`src/rtl/fm_pkg.sv`:
```
package fm_pkg;

   // Divider sequencing state
   typedef enum logic [0:0] {
      DIV_IDLE = 1'b0,
      DIV_RUN  = 1'b1
   } div_state_e;

endpackage

```
`src/rtl/fm_edge_sync.sv`:
```
module fm_edge_sync #(
   parameter int unsigned STAGES = 2
) (
   input  logic clk_i,
   input  logic rst_i,
   input  logic sig_i,
   output logic rise_o
);

   logic last_q;

   for (genvar i = 0; i < STAGES; i++) begin : g_stage
      logic q;
      if (i == 0) begin : g_first
         always_ff @(posedge clk_i) begin
            if (rst_i) q <= 1'b0;
            else       q <= sig_i;
         end
      end else begin : g_next
         always_ff @(posedge clk_i) begin
            if (rst_i) q <= 1'b0;
            else       q <= g_stage[i-1].q;
         end
      end
   end

   always_ff @(posedge clk_i) begin
      if (rst_i) last_q <= 1'b0;
      else       last_q <= g_stage[STAGES-1].q;
   end

   assign rise_o = g_stage[STAGES-1].q & ~last_q;

endmodule

```
`src/rtl/fm_period_ctr.sv`:
```
module fm_period_ctr #(
   parameter int unsigned CNT_W = 28
) (
   input  logic             clk_i,
   input  logic             rst_i,
   input  logic             rise_i,
   output logic             meas_vld_o,
   output logic [CNT_W-1:0] meas_cnt_o,
   output logic             tmo_o,
   output logic             armed_o
);

   localparam logic [CNT_W-1:0] CNT_TOP = '1;

   logic             armed_q;
   logic [CNT_W-1:0] cnt_q;
   logic             vld_q;
   logic [CNT_W-1:0] hold_q;
   logic             tmo_q;

   always_ff @(posedge clk_i) begin
      if (rst_i) begin
         armed_q <= 1'b0;
         cnt_q   <= '0;
         vld_q   <= 1'b0;
         hold_q  <= '0;
         tmo_q   <= 1'b0;
      end else begin
         vld_q <= 1'b0;
         tmo_q <= 1'b0;
         if (rise_i) begin
            // Every edge restarts the count; only an armed edge closes a period
            armed_q <= 1'b1;
            cnt_q   <= CNT_W'(1);
            if (armed_q) begin
               vld_q  <= 1'b1;
               hold_q <= cnt_q;
            end
         end else if (armed_q) begin
            if (cnt_q == CNT_TOP) begin
               armed_q <= 1'b0;
               tmo_q   <= 1'b1;
            end else begin
               cnt_q <= cnt_q + CNT_W'(1);
            end
         end
      end
   end

   assign meas_vld_o = vld_q;
   assign meas_cnt_o = hold_q;
   assign tmo_o      = tmo_q;
   assign armed_o    = armed_q;

endmodule

```
`src/rtl/fm_divider.sv`:
```
module fm_divider
   import fm_pkg::*;
#(
   parameter int unsigned DIVIDEND = 200_000_000,
   parameter int unsigned DIV_W    = 28,
   parameter int unsigned CNT_W    = 28
) (
   input  logic             clk_i,
   input  logic             rst_i,
   input  logic             start_i,
   input  logic [CNT_W-1:0] den_i,
   output logic             busy_o,
   output logic             done_o,
   output logic [DIV_W-1:0] quo_o,
   output logic [CNT_W-1:0] den_o
);

   localparam int unsigned STEP_W = $clog2(DIV_W + 1);

   div_state_e        st_q;
   logic [CNT_W-1:0]  rem_q;
   logic [DIV_W-1:0]  dvd_q;
   logic [DIV_W-1:0]  quo_q;
   logic [CNT_W-1:0]  den_q;
   logic [STEP_W-1:0] step_q;
   logic              done_q;

   logic [CNT_W:0]    trial;
   logic              fits;

   always_comb begin
      trial = {rem_q, dvd_q[DIV_W-1]};
      fits  = (trial >= {1'b0, den_q});
   end

   always_ff @(posedge clk_i) begin
      if (rst_i) begin
         st_q   <= DIV_IDLE;
         rem_q  <= '0;
         dvd_q  <= '0;
         quo_q  <= '0;
         den_q  <= '0;
         step_q <= '0;
         done_q <= 1'b0;
      end else begin
         done_q <= 1'b0;
         case (st_q)
            DIV_IDLE: begin
               if (start_i) begin
                  den_q  <= den_i;
                  rem_q  <= '0;
                  dvd_q  <= DIV_W'(DIVIDEND);
                  quo_q  <= '0;
                  step_q <= '0;
                  st_q   <= DIV_RUN;
               end
            end
            DIV_RUN: begin
               rem_q  <= fits ? CNT_W'(trial - {1'b0, den_q}) : trial[CNT_W-1:0];
               quo_q  <= {quo_q[DIV_W-2:0], fits};
               dvd_q  <= dvd_q << 1;
               step_q <= step_q + STEP_W'(1);
               if (step_q == STEP_W'(DIV_W - 1)) begin
                  st_q   <= DIV_IDLE;
                  done_q <= 1'b1;
               end
            end
            default: st_q <= DIV_IDLE;
         endcase
      end
   end

   assign busy_o = (st_q == DIV_RUN);
   assign done_o = done_q;
   assign quo_o  = quo_q;
   assign den_o  = den_q;

endmodule

```
`src/rtl/freq_meter.sv`:
```
module freq_meter #(
   parameter int unsigned REF_HZ      = 200_000_000,
   parameter int unsigned CNT_W       = 28,
   parameter int unsigned OUT_MAX     = 999_999,
   parameter int unsigned SYNC_STAGES = 2,
   localparam int unsigned DIV_W      = $clog2(REF_HZ + 1),
   localparam int unsigned FREQ_W     = $clog2(OUT_MAX + 1)
) (
   input  logic              clk_i,
   input  logic              rst_i,
   input  logic              sig_i,
   output logic [FREQ_W-1:0] freq_o,
   output logic              valid_o,
   output logic              ovr_o,
   output logic              nosig_o
);

   // Elaboration-time parameter checks
   if (SYNC_STAGES < 2) begin : g_chk_sync
      $error("freq_meter: SYNC_STAGES must be at least 2");
   end
   if (CNT_W < 2 || CNT_W > 31) begin : g_chk_cnt
      $error("freq_meter: CNT_W must lie in 2..31");
   end
   if (REF_HZ < 2) begin : g_chk_ref
      $error("freq_meter: REF_HZ must be at least 2");
   end
   if (OUT_MAX < 1) begin : g_chk_max
      $error("freq_meter: OUT_MAX must be at least 1");
   end
   if ((64'd1 << CNT_W) <= 64'(DIV_W + 4)) begin : g_chk_span
      $error("freq_meter: counter span must exceed the divide latency");
   end

   logic             rise;
   logic             meas_vld;
   logic [CNT_W-1:0] meas_cnt;
   logic             tmo;
   logic             armed;
   logic             div_busy;
   logic             div_done;
   logic [DIV_W-1:0] div_quo;
   logic [CNT_W-1:0] div_den;

   logic [FREQ_W-1:0] clipped;
   logic              over;

   fm_edge_sync #(
      .STAGES (SYNC_STAGES)
   ) u_sync (
      .clk_i  (clk_i),
      .rst_i  (rst_i),
      .sig_i  (sig_i),
      .rise_o (rise)
   );

   fm_period_ctr #(
      .CNT_W (CNT_W)
   ) u_ctr (
      .clk_i      (clk_i),
      .rst_i      (rst_i),
      .rise_i     (rise),
      .meas_vld_o (meas_vld),
      .meas_cnt_o (meas_cnt),
      .tmo_o      (tmo),
      .armed_o    (armed)
   );

   // A closing measurement is accepted only by an idle divider
   fm_divider #(
      .DIVIDEND (REF_HZ),
      .DIV_W    (DIV_W),
      .CNT_W    (CNT_W)
   ) u_div (
      .clk_i   (clk_i),
      .rst_i   (rst_i),
      .start_i (meas_vld),
      .den_i   (meas_cnt),
      .busy_o  (div_busy),
      .done_o  (div_done),
      .quo_o   (div_quo),
      .den_o   (div_den)
   );

   // Clamp logic exists only when the quotient can exceed the limit
   if (REF_HZ > OUT_MAX) begin : g_clamp
      always_comb begin
         over    = (div_quo > DIV_W'(OUT_MAX));
         clipped = over ? FREQ_W'(OUT_MAX) : FREQ_W'(div_quo);
      end
   end else begin : g_noclamp
      always_comb begin
         over    = 1'b0;
         clipped = FREQ_W'(div_quo);
      end
   end

   always_ff @(posedge clk_i) begin
      if (rst_i) begin
         freq_o  <= '0;
         valid_o <= 1'b0;
         ovr_o   <= 1'b0;
         nosig_o <= 1'b0;
      end else if (div_done) begin
         freq_o  <= clipped;
         ovr_o   <= over;
         nosig_o <= 1'b0;
         valid_o <= 1'b1;
      end else if (tmo) begin
         freq_o  <= '0;
         ovr_o   <= 1'b0;
         nosig_o <= 1'b1;
         valid_o <= 1'b1;
      end else begin
         valid_o <= 1'b0;
      end
   end

endmodule

```
`config.mk`:
```
export PLATFORM = sky130hd
export DESIGN_NAME = freq_meter
export DESIGN_NICKNAME = d
export VERILOG_FILES = /design/src/rtl/fm_pkg.sv /design/src/rtl/fm_edge_sync.sv /design/src/rtl/fm_period_ctr.sv /design/src/rtl/fm_divider.sv /design/src/rtl/freq_meter.sv
export SDC_FILE = /design/constraint.sdc
export NUM_CORES = 1
export LEC_CHECK = 0
export BUFFER_PORTS_ARGS = -buffer_cell sky130_fd_sc_hd__buf_2
export CAP_MARGIN = 10
export CORE_ASPECT_RATIO = 1.4
export CORE_MARGIN = 5
export CORE_UTILIZATION = 25
export DETAILED_ROUTE_END_ITERATION = 16
export GPL_TIMING_DRIVEN = 0
export PLACE_DENSITY_LB_ADDON = 0.08
export SETUP_SLACK_MARGIN = 0.15
export SLEW_MARGIN = 20
export SYNTH_ARGS = -nofsm -noshare
export SYNTH_HDL_FRONTEND = slang
export SYNTH_SLANG_ARGS = --single-unit
```
`constraint.sdc`:
```
create_clock -name clk_i -period 2.9 [get_ports clk_i]
set_input_delay 0.29 -clock clk_i [delete_from_list [all_inputs] [get_ports clk_i]]
set_output_delay 0.29 -clock clk_i [all_outputs]
set_load 0.05 [all_outputs]
```
After elaboration in Yosys (flattened, before gate mapping)

Index checks and enable logic that the tools add are counted.

Bits in read-only memories: 0
Memories kept: 0
Logic and storage cells: 73
RAM bits: 0
Bits in latches: 0
Flip-flop bits (word level): 204
Output and inout port bits: 23
Input bits: 3

Muxes and demuxes: 27
Reductions and logical operators: 11
Bitwise gates (word level): 6
Multiply operators: 0
Shift-type cells: 0
Equality and inequality tests: 4
Div/mod/pow operators: 0
$lt $le $gt $ge: 2
Add/sub/neg operators: 3

Operators by type and width:

| operator                                             | count |
|---|---|
| case mux 28 bit (2 select lines)                     | 3 |
| 2-to-1 mux 28 bit                                    | 3 |
| 2-to-1 mux 20 bit                                    | 3 |
| greater-or-equal comparator 29 x 28 -> 1 bit         | 1 |
| adder 28 x 1 -> 28 bit, second input constant        | 1 |
| == test 28 bit, second input constant                | 1 |
| > comparator 28 x 20 -> 1 bit, second input constant | 1 |
| subtractor 28 bit                                    | 1 |
| 2-to-1 mux 1 bit                                     | 15 |
| case mux 5 bit (2 select lines)                      | 1 |
| AND reduction 2 bit                                  | 4 |
| OR reduction 2 bit                                   | 4 |
| adder 5 x 1 -> 5 bit, second input constant          | 1 |
| == test 5 bit, second input constant                 | 1 |
| 2-to-1 mux 5 bit                                     | 1 |
| NOT 1 bit                                            | 5 |
| != test 2 bit, second input constant                 | 2 |
| nonzero test 2 bit                                   | 2 |
| OR reduction 3 bit                                   | 1 |
| case mux 1 bit (2 select lines)                      | 1 |
| AND 1 bit                                            | 1 |

Logic depth before layout (Yosys ltp)

Gate-level depths: netlist of run 1.

Depth in word-level cells: 4
Mapped depth: 13
Gate-level depth less buffers: 11

Hierarchy

Synthesis of run 1 repeated with hierarchy kept, for this count alone.

Cells, all modules: 1111
Area, all modules: 9211.3 um^2

Modules (own cells, without submodules):

| module        | area each (um^2) | sequential area each (um^2) | instances | cells each |
|---|---|---|---|---|
| fm_divider    | 5607.9           | 2202.1                      | 1         | 682 |
| fm_period_ctr | 2573.7           | 1181.1                      | 1         | 313 |
| freq_meter    | 942.2            | 460.4                       | 1         | 109 |
| fm_edge_sync  | 87.6             | 60.1                        | 1         | 7 |

Worst setup path before layout of run 1

OpenSTA, ideal clock, no wires.

Path kind: reg2reg
Start point: register u_div.den_q[4] (netlist: u_div.den_o[4])
End point: register u_div.rem_q[1]
Data arrival time: 2.491 ns
Clock period less this slack: 2.608 ns
Required time: 2.783 ns
Setup slack: 0.292 ns
Buffers on the path: 2
Stages on the path, launching flop included: 13
Library setup time: 0.117 ns
Cell sequence: dfxtp_1 -> inv_1 -> ha_1 -> a21o_1 -> or4_1 -> o22ai_2 -> o221a_4 -> o2111a_1 -> buf_6 -> or2_4 -> buf_6 -> o21ai_1 -> a22o_1

Longest elaborated chain between the ends: 3

Ends and longest elaborated chain:

| what                                         | line             | RTL |
|---|---|---|
| start: declaration                           | fm_divider.sv:24 | `logic [CNT_W-1:0] den_q;` |
| start signal: assignment                     | fm_divider.sv:50 | `den_q <= den_i;` |
| greater-or-equal comparator 29 x 28 -> 1 bit | fm_divider.sv:33 | `fits = (trial >= {1'b0, den_q});` |
| 2-to-1 mux 28 bit                            | fm_divider.sv:59 | `rem_q <= fits ? CNT_W'(trial - {1'b0, den_q}) : trial[CNT_W-1:0];` |
| case mux 28 bit (2 select lines)             | fm_divider.sv:47 | `case (st_q)` |
| end signal: assignment                       | fm_divider.sv:59 |  |
| end: declaration                             | fm_divider.sv:21 | `logic [CNT_W-1:0] rem_q;` |

No other way between the ends.
A chain may end at the register's enable or synchronous reset.

Final worst setup path of run 1

Same ends and word-level chain as after synthesis.

==> results by group, run 1 <==
Run status
  – Outcome: completed

Worst setup path
  – Critical path class: reg -> reg
  – Worst setup EP type: flop
  – CP Launch Type: flop
  – Worst R2R Path Depth: 12
  – Data arrival, critical path: approximately 3.0 ns
  – Req. time, crit path: ~3.3 ns
  – Critical R2R Launch: u_div.den_o[4]$_SDFFE_PP0P_
  – Worst Setup SP: u_div.den_o[4]$_SDFFE_PP0P_
  – Crit path max fanout: 10
  – Worst reg2reg setup slack: between 0.2 and 0.25 ns
  – RR Endpoint: u_div.rem_q[1]$_SDFFE_PP0P_

Worst hold path
  – WHS Path Cells: 2
  – Worst min-delay path startpoint: sig_i
  – Worst Hold Class: in -> reg
  – Worst Hold Endpoint: u_sync.g_stage[0].q$_SDFF_PP0_

Global route
  – First-pass GRT wire length: approximately 42000 um
  – GR Util met2: approximately 25%
  – GRT overflow: 0
  – Vias in the first global route: 7528
  – M1 GR Usage: approximately 16%
  – Pin count of the biggest net entering global routing: 21
  – Met3 capacity usage during global routing: around 2.0%
  – Gr usage total: 13.6%
  – GRT busiest layer: met2
  – Antenna violations before repair: 0

Yosys
  – Synth unique cells: just over 60
  – Synth Net Count: roughly 1100
  – Most frequent cell after synthesis: dfxtp_1
  – Syn_area_per_cell: 8.30 sq um
  – Cell taking the most area after synthesis: dfxtp_1
  – Seq/Total Area, Yosys: between 40 and 50%
  – Synth Register Bits: 195
  – Ys flop type: dfxtp_1
  – Number of flops mapped to enable cells by yosys: 0
  – Share of flip-flops with an asynchronous set or reset: 0%
  – Synth top area share: a little over two fifths
  – Post-Syn Instances: 1075
  – Synth top area cells: dfxtp_1 44%, nand2_1 7.4%, a21oi_1 6.9%
  – Synth top cells by count: 195 x dfxtp_1, 176 x nand2_1, 123 x a21oi_1, 99 x nor2_1, 56 x clkbuf_1
  – Syn. warnings: 0
  – Netlist Area Pre-Place: 8930 sq um

Clock tree
  – H-tree depth: 4
  – TritonCTS Buffers: 17
  – Later-pin clock latency in the skew report: ~0.45 ns
  – CTS tree: built
  – Max Root-Sink Buffers: 2
  – Clock sinks: between 150 and 200
  – CTS Root Cell: clkbuf_16
  – Clk slew on worst S/H paths: ~0.08 ns

Floorplanning
  – Starting density of the core: 25.1%
  – Core ar.: between 30000 and 40000 sq um
  – Die W: 170 um
  – # rows: a little over 80
  – I/O Pins: 26
  – Die area: 39600 sq um
  – DIE HEIGHT: between 200 and 250 um

Place
  – Port bufs: 24
  – Post-detail-place hpwl: 19300 um
  – Routability Congestion: roughly 0.79
  – Placed cell area: a little under 10000 sq um
  – Placed cell count: between 1500 and 2000

Layout
  – Layout area overhead: 19.7%
  – Finished Cell Area: between 10000 and 15000 sq um
  – Final Net Count: 1172
  – Post-Layout Cell Count: between 1500 and 2000
  – Filler Cell Count: roughly 3800
  – Layout cells sized above 1: roughly an eighth
  – # diodes: 0

Timing
  – Clock skew: about 0.014 ns
  – Slew @ Worst Pin: around 0.83 ns
  – Rel. slew slack: around 44%
  – TNS Setup: 0 ns
  – Fin crit period: 2.70 ns
  – RSZ-0062 raised after global routing: true
  – Final Cycle Share: roughly 93%
  – Final Hold Fails: 0
  – Max-slew violation count: 0
  – Final setup violation count: 0
  – Fmax achieved: 371 MHz

Power and ir drop
  – Clk network pwr share: between 40% and 50%
  – Worst vdd ir: ~0.28 mV
  – Net Sw Frac: about a quarter
  – Combinational share of power: around 1.9%
  – Net Sw Power: 1.32 mW
  – PwrDens: between 400 and 500 nW/um^2
  – Sequential share of power: between 50% and 60%
  – Internal Power: around 3.8 mW
  – Leak pwr: around 4 nW

Drt
  – Drt first pass iters: 4
  – Vias/cell: roughly 4.7
  – DR WL/cell: 16.5 um
  – DRT antenna net count: 0
  – Final WL: around 27000 um
  – DRC errors left: 0
  – DR vias: about 7500
  – Drt initial violations: ~290

Flow run
  – Max-cap violation count: 0
[cell families after synthesis]
logic type / after synthesis / synth area share (%)
AO/OA/AOI/OAI: 275 / 19.6
XOR/XNOR: 49 / 4.81
adder cells (fa/ha/maj): 31 / 4.43
buffers and inverters: 105 / 4.72
flip-flops: 195 / 43.7
multiplexers: 17 / 1.91
AND/OR/NAND/NOR: 403 / 20.9
[layer usage]
layer  wire, um  vias up
met1      11900     3562
met2      13900       71
met5          0        -
met3        422       22
li1           -     3854
met4        447        0
[worst max-delay path by stage]
stage | depth (start not counted) | to
floorplan | 12 | u_div.rem_q[1]$_SDFFE_PP0P_
global placement | 13 | u_div.rem_q[11]$_SDFFE_PP0P_
detailed placement | 13 | u_div.rem_q[14]$_SDFFE_PP0P_
CTS | 13 | u_div.rem_q[20]$_SDFFE_PP0P_
global route | 12 | u_div.rem_q[1]$_SDFFE_PP0P_
finish | 12 | u_div.rem_q[1]$_SDFFE_PP0P_
[what timing repair did]
| item | CTS | global route |
|---|---|---|
| gates cloned | 0 | 1 |
| hold endpoints to repair | 0 | 0 |
| hold buffers | 0 | 0 |
| endpoints found under the setup margin | 29 | 33 |
| gates resized for setup | 30 | 64 |
| buffers inserted | 8 | 11 |
| pin swaps | 4 | 15 |
[power groups by stage]
| stage | Sequential (mW) | Combinational (mW) | Clock, mW |
|---|---|---|---|
| floorplan | 2.75 | 0.0593 | 0 |
| CTS | 2.68 | 0.102 | 2.50 |
| finish | 2.68 | 0.0982 | 2.39 |
| detailed placement | 2.75 | 0.102 | 0 |
| global placement | 2.75 | 0.102 | 0 |
| global route | 2.69 | 0.110 | 2.59 |
[stage by stage]
| stage | total power [mW] | util [%] | worst slack (ns) | hold slack, ns |
|---|---|---|---|---|
| 2_1_floorplan | 2.81 | - | 0.292 | 0.414 |
| 3_3_place_gp | 2.85 | 27.0 | -0.232 | 0.421 |
| 3_5_place_dp | 2.85 | 27.0 | -0.253 | 0.427 |
| 4_1_cts | 5.29 | 29.2 | 0.144 | 0.000349 |
| 5_1_grt | 5.39 | 30.0 | 0.114 | 0.0576 |
| 6_report | 5.17 | 30.0 | 0.203 | 0.0365 |
[critical path: stages (launching register included)]
cell      delay, ns
dfxtp_2        0.33
inv_1          0.06
ha_4           0.27
a21o_1         0.19
or4_1          0.42
o22ai_2        0.20
o221a_4        0.23
o2111a_1       0.21
buf_6          0.13
or2_4          0.16
buf_12         0.15
o21ai_1        0.07
a22o_1         0.17
[sequential cells by signal (all words and copies together), names as in the netlist, 2 cells and up]
name	cells
u_ctr.cnt_q	28
u_ctr.meas_cnt_o	28
u_div.den_o	28
u_div.quo_o	28
u_div.rem_q	28
freq_o	20
u_div.dvd_q	19
u_div.step_q	5
u_sync.g_stage.q	2
[final cells by class]
type	instances	area, sq um	area share, %
Buffer	69	357	3.34
Clock buffer	17	425	3.98
Clock inverter	15	159	1.49
Inverter	36	135	1.26
Multi-Input combinational cell	775	4820	45.1
Sequential cell	195	3920	36.7
Tap cell	462	578	5.41
Timing Repair Buffer	44	295	2.76
[cells in the final DEF, fill, tap and decap left out, types with 9 or more instances in the layout]
cell type / Yosys / layout
a22o_1: 31 / 31
clkbuf_16: 0 / 18
buf_2: 3 / 24
nand4_1: 12 / 12
clkbuf_1: 56 / 50
nand3b_1: 13 / 13
nor2_1: 99 / 97
xor2_1: 30 / 30
buf_6: 3 / 10
xnor2_1: 19 / 19
a21oi_1: 123 / 117
o21ai_1: 15 / 19
ha_1: 30 / 21
a21o_1: 11 / 11
buf_4: 0 / 17
nor3b_1: 9 / 9
mux2i_1: 17 / 15
dfxtp_1: 195 / 186
nand3_1: 25 / 25
nand2_1: 176 / 174
o21ai_0: 34 / 30
inv_1: 36 / 33
nor2b_1: 9 / 9
nor3_1: 16 / 16
No activity file was read; power rests on OpenSTA's default activity.
==> run 2, diff against run 1 <==
--- a/config.mk
+++ b/config.mk
@@ -11,10 +11,11 @@
 export CORE_MARGIN = 5
 export CORE_UTILIZATION = 25
 export DETAILED_ROUTE_END_ITERATION = 16
+export GPL_ROUTABILITY_DRIVEN = 1
 export GPL_TIMING_DRIVEN = 0
+export HOLD_SLACK_MARGIN = 0.05
 export PLACE_DENSITY_LB_ADDON = 0.08
 export SETUP_SLACK_MARGIN = 0.15
-export SLEW_MARGIN = 20
 export SYNTH_ARGS = -nofsm -noshare
 export SYNTH_HDL_FRONTEND = slang
 export SYNTH_SLANG_ARGS = --single-unit
==> run 2 against run 1 <==
  * Sequential power hardly changed
  * Via count hardly changed
  * Critical path depth stayed put
  * Largest power group unchanged
  * Die area stayed put
  * Critical path type unchanged
  * Sequential cell count stayed put
  * Global-route usage hardly changed
  * Utilization hardly changed
  * Power hardly changed
  * Setup slack better by 0.0070 ns
==> results by group, run 2 (synthesis gave the netlist of run 1 again) <==
Run status
  – Outcome: completed

Layout
  – Final Net Count: 1173 (+0.085%)
  – Layout area overhead: 19.8% (about the same)
  – Final core utilization: 30.0% (about the same)
  – Most common cell after layout, fill and taps aside: dfxtp_1
  – Layout cells sized above 1: 12.4% (about the same)
  – Most frequent cells in the layout: 186 x dfxtp_1, 174 x nand2_1, 117 x a21oi_1, 97 x nor2_1, 50 x clkbuf_1
  – Finished Cell Area: 10700 sq um (about the same)
  – # diodes: 0 (unchanged)

Place
  – Placed cell area: 9630 sq um (unchanged)
  – Post-Place Worst Slack: -0.253 ns (unchanged)
  – Routability Congestion: 0.790 (unchanged)
  – Port bufs: 24 (unchanged)
  – Post-detail-place hpwl: 19300 um (unchanged)

Timing
  – Fmax achieved: 372 MHz (+0.26%)
  – Final worst setup slack: 0.210 ns (+0.00700 ns)
  – Clock skew: 0.0138 ns (+0.000216 ns)
  – Final Cycle Share: 92.8% (-0.24 points)
  – Rel. slew slack: 44.3% (about the same)
  – Max-slew violation count: 0 (unchanged)
  – Final setup violation count: 0 (unchanged)
  – RSZ-0062 raised after global routing: true
  – TNS Setup: 0 ns (unchanged)
  – Final Hold Fails: 0 (unchanged)
  – Slew @ Worst Pin: 0.829 ns (+0.000437 ns)
  – Fin crit period: 2.69 ns (-0.00700 ns)

Worst hold path
  – Worst min-delay path startpoint: u_sync.g_stage[0].q$_SDFF_PP0_
  – Worst Hold Class: reg -> reg

Worst setup path
  – Crit path max fanout: 10 (unchanged)
  – Data arrival, critical path: 3.04 ns (about the same)
  – Worst reg2reg setup slack: 0.21 ns (about the same)
  – CP Launch Type: flop
  – Req. time, crit path: 3.25 ns (about the same)
  – Slowest cell on crit path: or4_1
  – Critical R2R Launch: u_div.den_o[4]$_SDFFE_PP0P_
  – Critical path class: reg -> reg
  – CP peak stage delay: 0.42 ns (about the same)
  – Worst setup EP type: flop
  – Worst Setup SP: u_div.den_o[4]$_SDFFE_PP0P_
  – Crit-path cells: inv_1 -> ha_4 -> a21o_1 -> or4_1 -> o22ai_2 -> o221a_4 -> o2111a_1 -> buf_6 -> or2_4 -> buf_12 -> o21ai_1 -> a22o_1

Clock tree
  – Max Root-Sink Buffers: 2 (unchanged)
  – H-tree depth: 4 (unchanged)
  – Clock sinks: 195 (unchanged)
  – TritonCTS Buffers: 17 (unchanged)
  – CTS Root Cell: clkbuf_16
  – Later-pin clock latency in the skew report: 0.45 ns (about the same)
  – CTS tree: built
  – Clk slew on worst S/H paths: 0.08 ns (about the same)

Global route
  – Pin count of the biggest net entering global routing: 21 (unchanged)
  – Antenna violations before repair: 0 (unchanged)
  – Vias in the first global route: 7522 (-0.080%)
  – Gr usage total: 13.5% (about the same)
  – GRT overflow: 0 (unchanged)
  – First-pass GRT wire length: 42000 um (about the same)

Drt
  – DRC errors left: 0 (unchanged)
  – Drt first pass iters: 4 (unchanged)
  – DR WL/cell: 16.6 um (+0.10%)
  – DRT antenna net count: 0 (unchanged)
  – DR vias: 7505 (-0.053%)
  – Drt initial violations: 275 (-5.8%)
  – Vias/cell: 4.65 (-0.12%)
  – Final WL: 26700 um (+0.16%)

Flow run
  – Max-cap violation count: 0 (unchanged)

Power and ir drop
  – Leak pwr: 4.01 nW (+0.10%)
  – Internal Power: 3.85 mW (about the same)
  – Worst vdd ir: 0.280 mV (+0.69%)
  – Combinational share of power: 1.9% (about the same)
  – Net Sw Frac: 25.6% (about the same)
  – Sequential share of power: 51.9% (about the same)
  – PwrDens: 484 nW/um^2 (about the same)
  – Net Sw Power: 1.32 mW (about the same)
  – Clk network pwr share: 46.2% (about the same)

Floorplanning
  – I/O Pins: 26 (unchanged)
  – DIE HEIGHT: 234 um (unchanged)
  – Die area: 39600 sq um (unchanged)
  – Starting density of the core: 25.1% (unchanged)
  – # rows: 82 (unchanged)
  – Core ar.: 35600 sq um (unchanged)
  – Die W: 170 um (unchanged)
## run 2: changes by cell type in the layout (fill, tap and decap cells not counted)
cell and change:
dlygate4sd3_1 +1
## run 2: routing by layer
layer	global-route usage, %	vias to the layer above	wire (um)
met2	24.7	66	13900
met4	4.61	0	414
li1	-	3859	-
met1	16.1	3560	11900
met3	1.98	20	444
met5	0	-	0
## run 2: cell type report
| class | instances | area [sq um] |
|---|---|---|
| fillers | 3810 | 24900 |
| multi-input cells | 775 | 4820 |
| flip-flops and latches | 195 | 3920 |
| well taps | 462 | 578 |
| clock buffers | 17 | 425 |
| plain buffers | 69 | 357 |
| repair buffers | 45 | 305 |
| clock inverters | 15 | 159 |
| inverters | 36 | 135 |
## run 2: per-stage QoR
step | std cells | power (mW) | hold WS (ns)
after floorplan | 1075 | 2.81 | 0.414
after global placement | 1561 | 2.85 | 0.421
after detailed placement | 1561 | 2.85 | 0.427
after CTS | 1602 | 5.29 | 0.408
after global routing | 1614 | 5.39 | 0.468
final | 1614 | 5.17 | 0.449
## run 2: power by group through the flow
stage	Sequential (mW)	Clock, mW	Combinational [mW]
5_1_grt	2.69	2.59	0.111
2_1_floorplan	2.75	0	0.0593
3_3_place_gp	2.75	0	0.102
6_report	2.68	2.39	0.0991
4_1_cts	2.68	2.50	0.103
3_5_place_dp	2.75	0	0.102
## run 2: critical path, delay by kind of cell, from the launching register on
kind                     cells  cell delay (ns)
adder cells (fa/ha/maj)      1             0.27
AND/OR/NAND/NOR              2             0.58
AO/OA/AOI/OAI                6             1.07
buffers and inverters        3             0.34
flip-flops                   1             0.33
## run 2: path summary, 6_finish.rpt
kind	end	cells past startpoint
max	u_div.rem_q[1]$_SDFFE_PP0P_	12
min	u_sync.g_stage[1].q$_SDFF_PP0_	1
max reg2reg	u_div.rem_q[1]$_SDFFE_PP0P_	12
min reg2reg	u_sync.g_stage[1].q$_SDFF_PP0_	1
## run 2: what timing repair did
item | 4_1_cts | 5_1_grt
endpoints found under the setup margin | 29 | 33
buffers inserted | 8 | 11
hold endpoints to repair | 1 | 0
pin swaps | 4 | 15
gates resized for setup | 30 | 64
gates cloned | 0 | 1
hold buffers | 1 | 0
==> run 3, diff against run 2 <==
--- a/config.mk
+++ b/config.mk
@@ -9,7 +9,7 @@
 export CAP_MARGIN = 10
 export CORE_ASPECT_RATIO = 1.4
 export CORE_MARGIN = 5
-export CORE_UTILIZATION = 25
+export CORE_UTILIZATION = 45
 export DETAILED_ROUTE_END_ITERATION = 16
 export GPL_ROUTABILITY_DRIVEN = 1
 export GPL_TIMING_DRIVEN = 0
==> run 3 against run 2 <==
  * Sequential power about the same
  * Clock skew fell by 0.0042 ns
  * Highest routed layer unchanged
  * Critical path type unchanged
  * Critical path depth shrank 1
  * Critical endpoint unchanged
  * Largest power group unchanged
  * Power shrank 0.70%
  * Setup slack got worse by 0.0038 ns
  * Cell count fell by 13%
  * Die area fell by 42%
==> results by group, run 3 (synthesis gave the netlist of run 1 again) <==
Run status
  – Outcome: completed

Timing
  – Max-slew violation count: 0 (unchanged)
  – TNS Setup: 0 ns (unchanged)
  – Clock skew: 0.00960 ns (-0.00424 ns)
  – Final Hold Fails: 0 (unchanged)
  – RSZ-0062 raised after global routing: true
  – Rel. slew slack: 49.3% (+5.1 points)
  – Final worst setup slack: 0.206 ns (-0.00382 ns)
  – Final Hold Slack: 0.396 ns (-0.0528 ns)
  – Final setup violation count: 0 (unchanged)
  – Slew @ Worst Pin: 0.757 ns (-0.0713 ns)
  – Fin crit period: 2.69 ns (+0.00382 ns)
  – Final Cycle Share: 92.9% (+0.13 points)
  – Fmax achieved: 371 MHz (-0.14%)

Clock tree
  – H-tree depth: 4 (unchanged)
  – Clock sinks: 195 (unchanged)
  – Later-pin clock latency in the skew report: 0.44 ns (about the same)
  – Clk slew on worst S/H paths: 0.08 ns (about the same)
  – CTS tree: built
  – TritonCTS Buffers: 17 (unchanged)
  – Max Root-Sink Buffers: 2 (unchanged)
  – CTS Root Cell: clkbuf_16

Worst setup path
  – Slowest cell on crit path: or4_4
  – Crit-path cells: ha_4 -> a21o_1 -> or4_4 -> o22ai_4 -> o221a_4 -> o2111a_1 -> buf_6 -> or2_4 -> buf_8 -> o21ai_1 -> a22o_1
  – Crit path max fanout: 6 (-4)
  – Worst Setup SP: u_div.rem_q[3]$_SDFFE_PP0P_
  – End of the critical path: u_div.rem_q[1]$_SDFFE_PP0P_
  – CP peak stage delay: 0.44 ns (+0.02 ns)
  – Req. time, crit path: 3.24 ns (about the same)
  – RR Endpoint: u_div.rem_q[1]$_SDFFE_PP0P_
  – CP Launch Type: flop
  – Worst setup EP type: flop
  – Worst R2R Path Depth: 11 (-1)
  – Data arrival, critical path: 3.03 ns (about the same)
  – Worst path depth: 11 (-1)
  – Worst reg2reg setup slack: 0.21 ns (about the same)
  – Buf+Inv Stages, Crit Path: 2 (-1)
  – Critical R2R Launch: u_div.rem_q[3]$_SDFFE_PP0P_
  – Critical path class: reg -> reg
  – Cell family with most CP delay: compound AO/OA/AOI/OAI gates

Power and ir drop
  – Sequential share of power: 52.2% (+0.3 points)
  – Leak pwr: 3.96 nW (-1.2%)
  – Internal Power: 3.88 mW (+0.85%)
  – Net Sw Power: 1.25 mW (-5.2%)
  – Combinational share of power: 1.8% (about the same)
  – Worst vdd ir: 0.376 mV (+34%)
  – Net Sw Frac: 24.4% (-1.2 points)
  – Final Power: 5.14 mW (-0.70%)
  – Clk network pwr share: 46.0% (-0.2 points)
  – PwrDens: 498 nW/um^2 (+3.0%)

Drt
  – Final WL: 22200 um (-17%)
  – Vias/cell: 5.38 (+16%)
  – DR vias: 7522 (+0.23%)
  – DR WL/cell: 15.9 um (-4.2%)
  – DRC errors left: 0 (unchanged)
  – Drt first pass iters: 5 (+1)
  – DRT antenna net count: 0 (unchanged)
  – Drt initial violations: 400 (+45%)

Layout
  – # diodes: 0 (unchanged)
  – Final Net Count: 1166 (-0.60%)
  – Most frequent cells in the layout: 188 x dfxtp_1, 175 x nand2_1, 119 x a21oi_1, 98 x nor2_1, 50 x clkbuf_1
  – Most common cell after layout, fill and taps aside: dfxtp_1
  – Layout cells sized above 1: 11.1% (-1.3 points)
  – Final core utilization: 52.4% (+22 points)
  – Layout area overhead: 15.5%

Floorplanning
  – Starting density of the core: 45.3% (+20 points)
  – Die W: 129 um (-24%)
  – # rows: 61 (-26%)
  – I/O Pins: 26 (unchanged)
  – Die area: 22800 sq um (-42%)
  – Core ar.: 19700 sq um (-45%)
  – DIE HEIGHT: 177 um (-24%)

Global route
  – First-pass GRT wire length: 36500 um (-13%)
  – Vias in the first global route: 7227 (-3.9%)
  – Gr usage total: 19.8% (+6.3 points)
  – Antenna violations before repair: 0 (unchanged)
  – Pin count of the biggest net entering global routing: 21 (unchanged)
  – GRT overflow: 0 (unchanged)

Place
  – Routability Congestion: 0.905 (+15%)
  – Post-detail-place hpwl: 16000 um (-17%)
  – Post-Place Worst Slack: -0.158 ns (+0.0950 ns)
  – Port bufs: 24 (unchanged)

Worst hold path
  – Worst Hold Class: in -> reg

Flow run
  – Max-cap violation count: 0 (unchanged)
-- run 3: tightest hold or removal path: stages --
cell and delay, ns:
clkbuf_1 0.26, nor2_1 0.09, nand2_1 0.07, nor4_1 0.07
-- run 3: how the worst min path moves through the flow --
stage                                              start                              to  slack [ns]  cells after the start
after global placement    u_sync.g_stage[0].q$_SDFF_PP0_  u_sync.g_stage[1].q$_SDFF_PP0_        0.42                      1
after global routing                               rst_i          u_ctr.tmo_o$_SDFF_PP0_        0.42                      4
after CTS                                          rst_i          u_ctr.tmo_o$_SDFF_PP0_        0.38                      4
after detailed placement  u_sync.g_stage[0].q$_SDFF_PP0_  u_sync.g_stage[1].q$_SDFF_PP0_        0.43                      1
final                                              rst_i          u_ctr.tmo_o$_SDFF_PP0_        0.40                      4
after floorplan           u_sync.g_stage[0].q$_SDFF_PP0_  u_sync.g_stage[1].q$_SDFF_PP0_        0.41                      1
-- run 3: stage by stage --
step,instances,area (sq um)
2_1_floorplan,1075,8930
3_3_place_gp,1351,9360
3_5_place_dp,1351,9360
4_1_cts,1388,10100
5_1_grt,1397,10300
6_report,1397,10300
-- run 3: area by class of cell --
type,count,area (sq um)
plain buffers,69,322
flip-flops and latches,195,3920
clock inverters,14,154
inverters,36,135
well taps,252,315
multi-input cells,775,4780
fillers,2006,9380
clock buffers,18,439
repair buffers,38,249
-- run 3: metal layers --
layer	global-route usage [%]	vias to the layer above	wire (um)
met2	34.6	114	11400
met1	25.0	3518	9940
met5	0	-	0
met3	3.20	24	534
li1	-	3866	-
met4	5.56	0	286
-- run 3: repair_timing --
action	CTS	global route
gates cloned	0	1
hold endpoints to repair	1	0
setup endpoints to repair	29	27
setup buffers	4	8
gates resized for setup	15	54
pin swaps	5	13
hold buffers	1	0
-- run 3: power by group through the flow --
stage,sequential (mW),clock (mW),combinational (mW)
CTS,2.68,2.43,0.0945
floorplan,2.75,0,0.0593
global placement,2.75,0,0.0930
finish,2.68,2.36,0.0917
global route,2.68,2.54,0.103
detailed placement,2.75,0,0.0933
